$ cat src/rtl/alu4_pkg.sv
package alu4_pkg;

    typedef enum logic [2:0] {
        OP_AND  = 3'b000,
        OP_XOR  = 3'b001,
        OP_XNOR = 3'b010,
        OP_OR   = 3'b011,
        OP_ADD  = 3'b100,
        OP_SUB  = 3'b101,
        OP_INC  = 3'b110,
        OP_DEC  = 3'b111
    } alu_op_e;

    // second adder operand choice; encoding matches the low function bits
    typedef enum logic [1:0] {
        OPND_PASS = 2'b00,
        OPND_INV  = 2'b01,
        OPND_ZERO = 2'b10,
        OPND_ONES = 2'b11
    } opnd_e;

    typedef struct packed {
        logic       arith;
        logic [1:0] lsel;
        opnd_e      opnd;
        logic       cin;
    } alu_ctl_t;

    // four-way selector: 00 -> d, 01 -> b, 10 -> c, 11 -> a
    function automatic logic mux4(input logic [1:0] s, input logic in_a,
                                  input logic in_b, input logic in_c,
                                  input logic in_d);
        logic y;
        case (s)
            2'b00:   y = in_d;
            2'b01:   y = in_b;
            2'b10:   y = in_c;
            default: y = in_a;
        endcase
        return y;
    endfunction

    // returns {carry, sum}
    function automatic logic [1:0] full_add(input logic x, input logic y,
                                            input logic ci);
        logic s;
        logic co;
        s  = x ^ y ^ ci;
        co = (x & y) | (x & ci) | (y & ci);
        return {co, s};
    endfunction

endpackage

$ cat src/rtl/alu4_opdec.sv
module alu4_opdec
    import alu4_pkg::*;
(
    input  logic [2:0] op_i,
    output alu_ctl_t   ctl_o
);
    opnd_e sel;

    always_comb begin
        sel             = opnd_e'(op_i[1:0]);
        ctl_o.arith     = op_i[2];
        ctl_o.lsel      = op_i[1:0];
        ctl_o.opnd      = sel;
        // subtract and increment inject a carry into bit 0
        ctl_o.cin       = op_i[2] & ((sel == OPND_INV) | (sel == OPND_ZERO));
    end
endmodule

$ cat src/rtl/alu4_slice.sv
module alu4_slice
    import alu4_pkg::*;
(
    input  logic     a_bit,
    input  logic     b_bit,
    input  alu_ctl_t ctl,
    input  logic     c_in,
    output logic     r_bit,
    output logic     c_out
);
    logic       lg_val;
    logic       opnd_bit;
    logic [1:0] fa_out;

    always_comb begin
        // logic slots: a=OR, b=XOR, c=XNOR, d=AND
        lg_val   = mux4(ctl.lsel, a_bit | b_bit, a_bit ^ b_bit,
                        ~(a_bit ^ b_bit), a_bit & b_bit);
        // operand slots: a=ones, b=inverse, c=zero, d=pass
        opnd_bit = mux4(ctl.opnd, 1'b1, ~b_bit, 1'b0, b_bit);
        fa_out   = full_add(a_bit, opnd_bit, c_in);
        c_out    = fa_out[1];
        r_bit    = ctl.arith ? fa_out[0] : lg_val;
    end
endmodule

$ cat src/rtl/alu4_core.sv
module alu4_core
    import alu4_pkg::*;
#(
    parameter int WIDTH = 4
) (
    input  logic [WIDTH-1:0] a_i,
    input  logic [WIDTH-1:0] b_i,
    input  logic [2:0]       op_i,
    output logic [WIDTH-1:0] res_o,
    output logic             cout_o
);
    localparam int CHAIN = WIDTH + 1;

    alu_ctl_t         ctl;
    logic [CHAIN-1:0] chain;

    alu4_opdec u_dec (
        .op_i  (op_i),
        .ctl_o (ctl)
    );

    assign chain[0] = ctl.cin;

    generate
        for (genvar i = 0; i < WIDTH; i++) begin : g_slice
            alu4_slice u_bit (
                .a_bit (a_i[i]),
                .b_bit (b_i[i]),
                .ctl   (ctl),
                .c_in  (chain[i]),
                .r_bit (res_o[i]),
                .c_out (chain[i+1])
            );
        end
    endgenerate

    assign cout_o = ctl.arith & chain[WIDTH];
endmodule

$ cat config.mk
export PLATFORM = sky130hd
export DESIGN_NAME = alu4_core
export DESIGN_NICKNAME = d
export VERILOG_FILES = /design/src/rtl/alu4_pkg.sv /design/src/rtl/alu4_opdec.sv /design/src/rtl/alu4_slice.sv /design/src/rtl/alu4_core.sv
export SDC_FILE = /design/constraint.sdc
export NUM_CORES = 1
export LEC_CHECK = 0
export BUFFER_PORTS_ARGS = -buffer_cell sky130_fd_sc_hd__buf_2
export CORE_AREA = 5 5 42 44
export DETAILED_ROUTE_END_ITERATION = 8
export DIE_AREA = 0 0 47 49
export GPL_ROUTABILITY_DRIVEN = 1
export PLACE_DENSITY = 0.72
export SYNTH_ARGS = -nofsm -noshare
export SYNTH_HDL_FRONTEND = slang
export SYNTH_SLANG_ARGS = --single-unit
$ cat constraint.sdc
create_clock -name vclk -period 4.35
set_clock_uncertainty 0.15 [all_clocks]
set_input_delay 0.6525 -clock vclk [all_inputs]
set_output_delay 0.6525 -clock vclk [all_outputs]
set_load 0.02 [all_outputs]
==> metrics.md, run 1 <==
| Metric | Value |
|---|---|
| Status | `finished, final reports clean` |
| Clkbuf count | `0` |
| Worst setup EP type | `primary output` |
| Hpwl dp | `881 um` |
| Mapped Nets | `86` |
| Final period utilization | `94.3%` |
| Crit-path cells | `buf_2 -> inv_1 -> ha_1 -> nor2b_1 -> a211o_1 -> fa_1 -> fa_1 -> inv_1 -> fa_1 -> fa_1 -> a221oi_2 -> buf_2` |
| Worst EP arrival | `3.30 ns` |
| Vias in the first global route | `410` |
| Slowest CP cell | `fa_1` |
| Fin cells | `87` |
| Maximum clock rate | `244 MHz` |
| Sw power | `43.2 uW` |
| Setup WS pre-CTS | `0.242 ns` |
| Worst Tran Pin Value | `0.290 ns` |
| Most frequent cell after synthesis | `ha_1` |
| Most frequent CP cell | `fa_1` |
| Slew headroom | `80.5%` |
| Final hold vios | `0` |
| Synth top area share | `26.3%` |
| Cells after Synth | `59` |
| Synthesized area per cell | `9.67 um^2` |
| WP depth | `12` |
| Switch share | `53.4%` |
| Internal power | `37.8 uW` |
| Post-route worst hold slack | `1.65 ns` |
| Pleak | `0.356 nW` |
| Post-CTS Setup Inserts | `0` |
| DRC errors left | `0` |
| Pwr Density | `125 mW/mm^2` |
| Via count | `431` |
| Layout cell share with drive strength beyond 1 | `35.2%` |
| Die area | `0.00230 mm^2` |
| Crit Path Category | `in2out` |
| Initial antenna violation count | `0` |
| Combinational fraction of design power | `100.0%` |
| Chip height | `49 um` |
| Cell variety after synth | `17` |
| Sequential fraction of the synthesis area | `0%` |
| CP Launch Point | `op_i[1]` |
| RePlAce Congestion | `0.697` |
| GRT Total Usage | `9.22%` |
| Peak VDD IR | `0.0427 mV` |
| Top post-synthesis cells by area | `ha_1, fa_1, a2111oi_4, inv_1, nor2b_1` |
| Post-route ant nets | `0` |
| Row count | `14` |
| Yosys warning count | `0` |
| Synth-to-Final Area Change | `13.6%` |
| Post-CTS resize count | `0` |
| CP required | `3.55 ns` |
| FF/Latch Area | `0 um^2` |
| Max Transition Viols Final | `0` |
| CP Buf/Inv Count | `4` |
| Post-synth top cells | `ha_1, inv_1, nor2b_1, buf_4, fa_1` |
| Startpoint Class | `primary input` |
| DR WL met2 | `493 um` |
| Wl on met1 | `452 um` |
| Hold/Removal Path Class | `in2out` |
| Total wire length | `979 um` |
| Vias per inst | `4.95` |
| Metal3 WL | `33 um` |
| Setup crit end | `res_o[3]` |
| Final min period | `4.10 ns` |
| I/O pin count | `16` |
| Synthesized area | `571 um^2` |
| Antenna cell count | `0` |
| Pre-antenna DRT Iters | `4` |
| Hold-critical path depth | `3` |
| Fin util | `46.3%` |
| Wirelength per Cell | `11.3 um` |
| Number of DRC markers in iteration 0 | `1` |
| Top delay family on crit path | `adder cells` |
| Largest net degree at the start of global routing | `12` |
| Grt ovf | `0` |
| Placed Cells incl. Taps | `87` |
| Final setup violation count | `0` |
| # Max-Cap Violations | `0` |
| Setup ws final | `0.248 ns` |
| Input/output buffers | `16` |
| Initial Utilization | `40.7%` |
| Seq pwr share | `0%` |
| DR top layer | `met3` |
| Clk pwr share | `0%` |
| First-pass GRT wire length | `1.71 mm` |
| Seq_cells | `0` |
| CORE AREA | `0.00140 mm^2` |
| Max stage delay on crit path | `0.42 ns` |
| RSZ-0062 raised after global routing | `false` |
| Die width | `47 um` |
| Setup TNS | `0 ns` |
| Hold-fix buffers at CTS | `0` |
| Cell taking the most area after synthesis | `ha_1` |
| Final nets | `100` |
| Worst-path fanout max | `3` |
## how the worst min path moves through the flow
stage / startpoint / end / slack [ns]
detailed placement: op_i[2] / cout_o / 1.66
finish: op_i[2] / cout_o / 1.65
CTS: op_i[2] / cout_o / 1.66
global placement: op_i[2] / cout_o / 1.65
floorplan: a_i[3] / cout_o / 1.49
global route: op_i[2] / cout_o / 1.68
## metrics by stage
step           power (mW)  area, um^2
6_report           0.0810         648
5_1_grt            0.0909         648
4_1_cts            0.0824         648
3_5_place_dp       0.0820         648
3_3_place_gp       0.0807         648
2_1_floorplan      0.0676         571
## placed cells by master (no fill, tap or decap)
master / netlist / final
a21oi_1: 2 / 2
ha_1: 12 / 12
a21o_1: 2 / 2
inv_1: 11 / 11
a211o_1: 2 / 2
nor2b_1: 6 / 6
a211oi_1: 2 / 2
fa_1: 4 / 4
buf_2: 2 / 16
and2_1: 1 / 1
mux2i_1: 2 / 2
a2111oi_4: 2 / 2
buf_4: 4 / 3
a221oi_2: 2 / 2
mux2_4: 2 / 2
a221oi_1: 2 / 2
## tightest hold or removal path, stage by stage
cell     delay [ns]
buf_2          0.19
nor2b_1        0.16
buf_2          0.15
## final cells by class
| cell class | count | area [um^2] |
|---|---|---|
| fillers | 153 | 753 |
| inverters | 11 | 41.3 |
| multi-input cells | 41 | 484 |
| well taps | 16 | 20.0 |
| repair buffers | 19 | 103 |
## power by group through the flow
stage	Sequential, mW	Combinational, mW	Clock, mW
after floorplan	0	0.0676	0
after global placement	0	0.0807	0
after detailed placement	0	0.0820	0
after CTS	0	0.0824	0
after global routing	0	0.0909	0
final	0	0.0810	0
## per-layer routing
layer	up-vias	global-route usage [%]
met5	-	0
met4	0	0
met3	0	0
met2	6	15.2
met1	201	14.0
li1	224	-
## cells by family after synthesis
logic type,count (synthesis),share of synthesized area (%)
AOI/OAI and AO/OA,14,28.1
buffers and inverters,18,15.1
muxes,4,8.77
and+or+nand+nor,7,7.68
adders and majority gates,16,40.4
No activity file was read; power rests on OpenSTA's default activity.
==> run 2: changes to the inputs <==
--- a/config.mk
+++ b/config.mk
@@ -6,9 +6,9 @@
 export NUM_CORES = 1
 export LEC_CHECK = 0
 export BUFFER_PORTS_ARGS = -buffer_cell sky130_fd_sc_hd__buf_2
-export CORE_AREA = 5 5 42 44
+export CORE_AREA = 2 2 39 41
 export DETAILED_ROUTE_END_ITERATION = 8
-export DIE_AREA = 0 0 47 49
+export DIE_AREA = 0 0 41 43
 export GPL_ROUTABILITY_DRIVEN = 1
 export PLACE_DENSITY = 0.72
 export SYNTH_ARGS = -nofsm -noshare
==> metrics.md, run 2 (synthesis results as in run 1) <==
| Metric | Value |
|---|---|
| Status | `finished, final reports clean` |
| Slowest CP cell | `fa_1` |
| Hold-fix buffers at CTS | `0` |
| Vias in the first global route | `407` |
| Die area | `0.00176 mm^2` |
| Final period utilization | `94.9%` |
| Vias per inst | `4.95` |
| Pre-antenna DRT Iters | `2` |
| Chip height | `43 um` |
| Initial antenna violation count | `0` |
| Total wire length | `1.05 mm` |
| Hpwl dp | `924 um` |
| Final Power | `82.4 uW` |
| Fill cells | `138` |
| Wirelength per Cell | `12.1 um` |
| Antenna cell count | `0` |
| Layout cell share with drive strength beyond 1 | `35.2%` |
| Wl on met1 | `440 um` |
| Number of DRC markers in iteration 0 | `1` |
| Worst EP arrival | `3.33 ns` |
| # Max-Cap Violations | `0` |
| GRT Total Usage | `13.0%` |
| Row count | `14` |
| CP Buf/Inv Count | `4` |
| DRC errors left | `0` |
| Post-route worst hold slack | `1.65 ns` |
| Input/output buffers | `16` |
| Commonest non-fill, non-tap cell in the layout | `buf_2` |
| CP required | `3.55 ns` |
| Pleak | `0.356 nW` |
| Final setup violation count | `0` |
| Top delay family on crit path | `adder cells` |
| Fin util | `46.8%` |
| Worst setup EP type | `primary output` |
| Worst Tran Pin Value | `0.322 ns` |
| Max Transition Viols Final | `0` |
| Startpoint Class | `primary input` |
| Final nets | `100` |
| Max stage delay on crit path | `0.44 ns` |
| Most frequent CP cell | `fa_1` |
| Via count | `431` |
| Crit Path Category | `in2out` |
| Clkbuf count | `0` |
| Slew headroom | `78.4%` |
| Worst-path fanout max | `3` |
| Synth-to-Final Area Change | `13.6%` |
| Die width | `41 um` |
| Final hold vios | `0` |
| Post-CTS Setup Inserts | `0` |
| Final min period | `4.13 ns` |
| Metal3 WL | `30 um` |
| Final Cell Area | `648 um^2` |
| Grt ovf | `0` |
| Post-CTS resize count | `0` |
| Setup TNS | `0 ns` |
| DR WL met2 | `580 um` |
| CORE AREA | `0.00138 mm^2` |
| Largest net degree at the start of global routing | `12` |
| I/O pin count | `16` |
| Maximum clock rate | `242 MHz` |
| RSZ-0062 raised after global routing | `false` |
| Hold/Removal Path Class | `in2out` |
| Peak VDD IR | `0.0351 mV` |
| Seq_cells | `0` |
| RePlAce Congestion | `0.693` |
| DR top layer | `met3` |
| Most frequent cells in the layout | `buf_2, ha_1, inv_1` |
| Pwr Density | `127 mW/mm^2` |
| Initial Utilization | `41.2%` |
| First-pass GRT wire length | `1.66 mm` |
| FF/Latch Area | `0 um^2` |
| Crit-path cells | `buf_2 -> inv_1 -> ha_1 -> nor2b_1 -> a211o_1 -> fa_1 -> fa_1 -> inv_1 -> fa_1 -> fa_1 -> a221oi_2 -> buf_2` |
| Post-route ant nets | `0` |
| Placed cell areas | `648 um^2` |
-- run 2: area by class of cell --
type               instances  area, um^2  share of cell area [%]
repair buffers            19         103                    15.8
inverters                 11        41.3                    6.37
multi-input cells         41         484                    74.7
well taps                 16        20.0                    3.09
-- run 2: routing by layer --
layer  vias up  track usage, %
met1       199            16.7
met4         0               0
met2         7            24.1
li1        225               -
met5         -               0
met3         0               0
-- run 2: power by group --
part / leakage, nW / internal, mW / switching, mW / total (mW)
Sequential: 0 / 0 / 0 / 0
Combinational: 0.356 / 0.0380 / 0.0444 / 0.0824
Clock: 0 / 0 / 0 / 0
-- run 2: tightest hold or removal path, stage by stage --
cell     delay [ns]
buf_2          0.19
nor2b_1        0.16
buf_2          0.15
-- run 2: final timing paths --
check | startpoint | to | slack (ns) | cells past startpoint
worst max-delay path | op_i[1] | res_o[3] | 0.22 | 12
worst min-delay path | op_i[2] | cout_o | 1.65 | 3
-- run 2: stage by stage --
stage / setup slack [ns] / cells
2_1_floorplan: 0.375 / 59
3_3_place_gp: 0.289 / 87
3_5_place_dp: 0.207 / 87
4_1_cts: 0.206 / 87
5_1_grt: 0.0801 / 87
6_report: 0.220 / 87
==> run 3: changes to the inputs <==
--- a/config.mk
+++ b/config.mk
@@ -11,6 +11,7 @@
 export DIE_AREA = 0 0 41 43
 export GPL_ROUTABILITY_DRIVEN = 1
 export PLACE_DENSITY = 0.72
+export RECOVER_POWER = 25
 export SYNTH_ARGS = -nofsm -noshare
 export SYNTH_HDL_FRONTEND = slang
 export SYNTH_SLANG_ARGS = --single-unit
==> metrics.md, run 3 (synthesis results as in run 1) <==
| Metric | Value |
|---|---|
| Peak VDD IR | `0.0351 mV` |
| Synth-to-Final Area Change | `13.4%` |
| Crit-path cells | `buf_2 -> inv_1 -> ha_1 -> nor2b_1 -> a211o_1 -> fa_1 -> fa_1 -> inv_1 -> fa_1 -> fa_1 -> a221oi_2 -> buf_2` |
| DR top layer | `met3` |
| Most frequent cells in the layout | `buf_2, ha_1, inv_1` |
| Die area | `0.00176 mm^2` |
| Hpwl dp | `924 um` |
| Startpoint Class | `primary input` |
| Chip height | `43 um` |
| Initial antenna violation count | `0` |
| Most frequent CP cell | `fa_1` |
| Metal3 WL | `30 um` |
| Largest net degree at the start of global routing | `12` |
| Post-CTS resize count | `0` |
| Layout cell share with drive strength beyond 1 | `33.8%` |
| Pwr Density | `127 mW/mm^2` |
| Worst EP arrival | `3.33 ns` |
| Worst-path fanout max | `3` |
| RSZ-0062 raised after global routing | `false` |
| Grt ovf | `0` |
| Final hold vios | `0` |
| CP required | `3.55 ns` |
| Antenna cell count | `0` |
| DR WL met2 | `580 um` |
| Wl on met1 | `442 um` |
| Post-route worst hold slack | `1.65 ns` |
| Slowest CP cell | `fa_1` |
| GRT Total Usage | `13.0%` |
| Clkbuf count | `0` |
| Fin cells | `87` |
| Final min period | `4.13 ns` |
| Vias in the first global route | `407` |
| DRC errors left | `0` |
| Crit Path Category | `in2out` |
| Initial Utilization | `41.2%` |
| Max Transition Viols Final | `0` |
| I/O pin count | `16` |
| Multi-input logic area | `484 um^2` |
| Pleak | `0.352 nW` |
| Setup TNS | `0 ns` |
| Input/output buffers | `16` |
| Final nets | `100` |
| FF/Latch Area | `0 um^2` |
| First-pass GRT wire length | `1.66 mm` |
| Via count | `431` |
| Seq_cells | `0` |
| Max stage delay on crit path | `0.44 ns` |
| Die width | `41 um` |
| Pre-antenna DRT Iters | `2` |
| Status | `finished, final reports clean` |
| Post-CTS Setup Inserts | `0` |
| Total wire length | `1.05 mm` |
| Number of DRC markers in iteration 0 | `1` |
| RePlAce Congestion | `0.693` |
| Placed cell areas | `648 um^2` |
| Hold-fix buffers at CTS | `0` |
| Worst Tran Pin Value | `0.322 ns` |
| Post-route ant nets | `0` |
| Slew headroom | `78.4%` |
| Vias per inst | `4.95` |
| Final period utilization | `94.9%` |
| CORE AREA | `0.00138 mm^2` |
| Row count | `14` |
| Maximum clock rate | `242 MHz` |
| Wirelength per Cell | `12.1 um` |
| Hold/Removal Path Class | `in2out` |
| # Max-Cap Violations | `0` |
| Final setup violation count | `0` |
| Placed Cells incl. Taps | `87` |
| Final Cell Area | `647 um^2` |
| Worst setup EP type | `primary output` |
| Commonest non-fill, non-tap cell in the layout | `buf_2` |
| Fill cells | `137` |
| Fin util | `46.7%` |
run 3: cell count changes in the layout (fill, tap and decap cells not counted):
| cell | change |
|---|---|
| clkbuf_1 | +1 |
| buf_2 | -1 |
run 3: layout make-up:
cell class | count | area share [%]
inverter | 11 | 6.38
multi-input combinational | 41 | 74.9
timing repair buffer | 19 | 15.7
tap | 16 | 3.09
run 3: worst paths after layout:
path     from        to  cells past startpoint
max   op_i[1]  res_o[3]                     12
min   op_i[2]    cout_o                      3
run 3: metrics by stage:
step | power, mW | setup slack, ns
global placement | 0.0810 | 0.289
finish | 0.0821 | 0.220
detailed placement | 0.0836 | 0.207
floorplan | 0.0676 | 0.375
CTS | 0.0839 | 0.206
global route | 0.0904 | 0.0801
run 3: report_power, final:
group          internal [mW]  total, mW  switching (mW)
sequential                 0          0               0
combinational         0.0376     0.0821          0.0445
clock                      0          0               0
total                 0.0376     0.0821          0.0445
run 3: critical path, delay by kind of cell:
kind	cells	cell delay [ns]
compound gates	2	0.53
buf+inv	4	0.44
fa+ha+maj	5	1.58
simple gates	1	0.13
run 3: metal layers:
metal  up-vias  track usage [%]
met3         0                0
li1        225                -
met4         0                0
met5         -                0
met2         7             24.1
met1       199             16.7
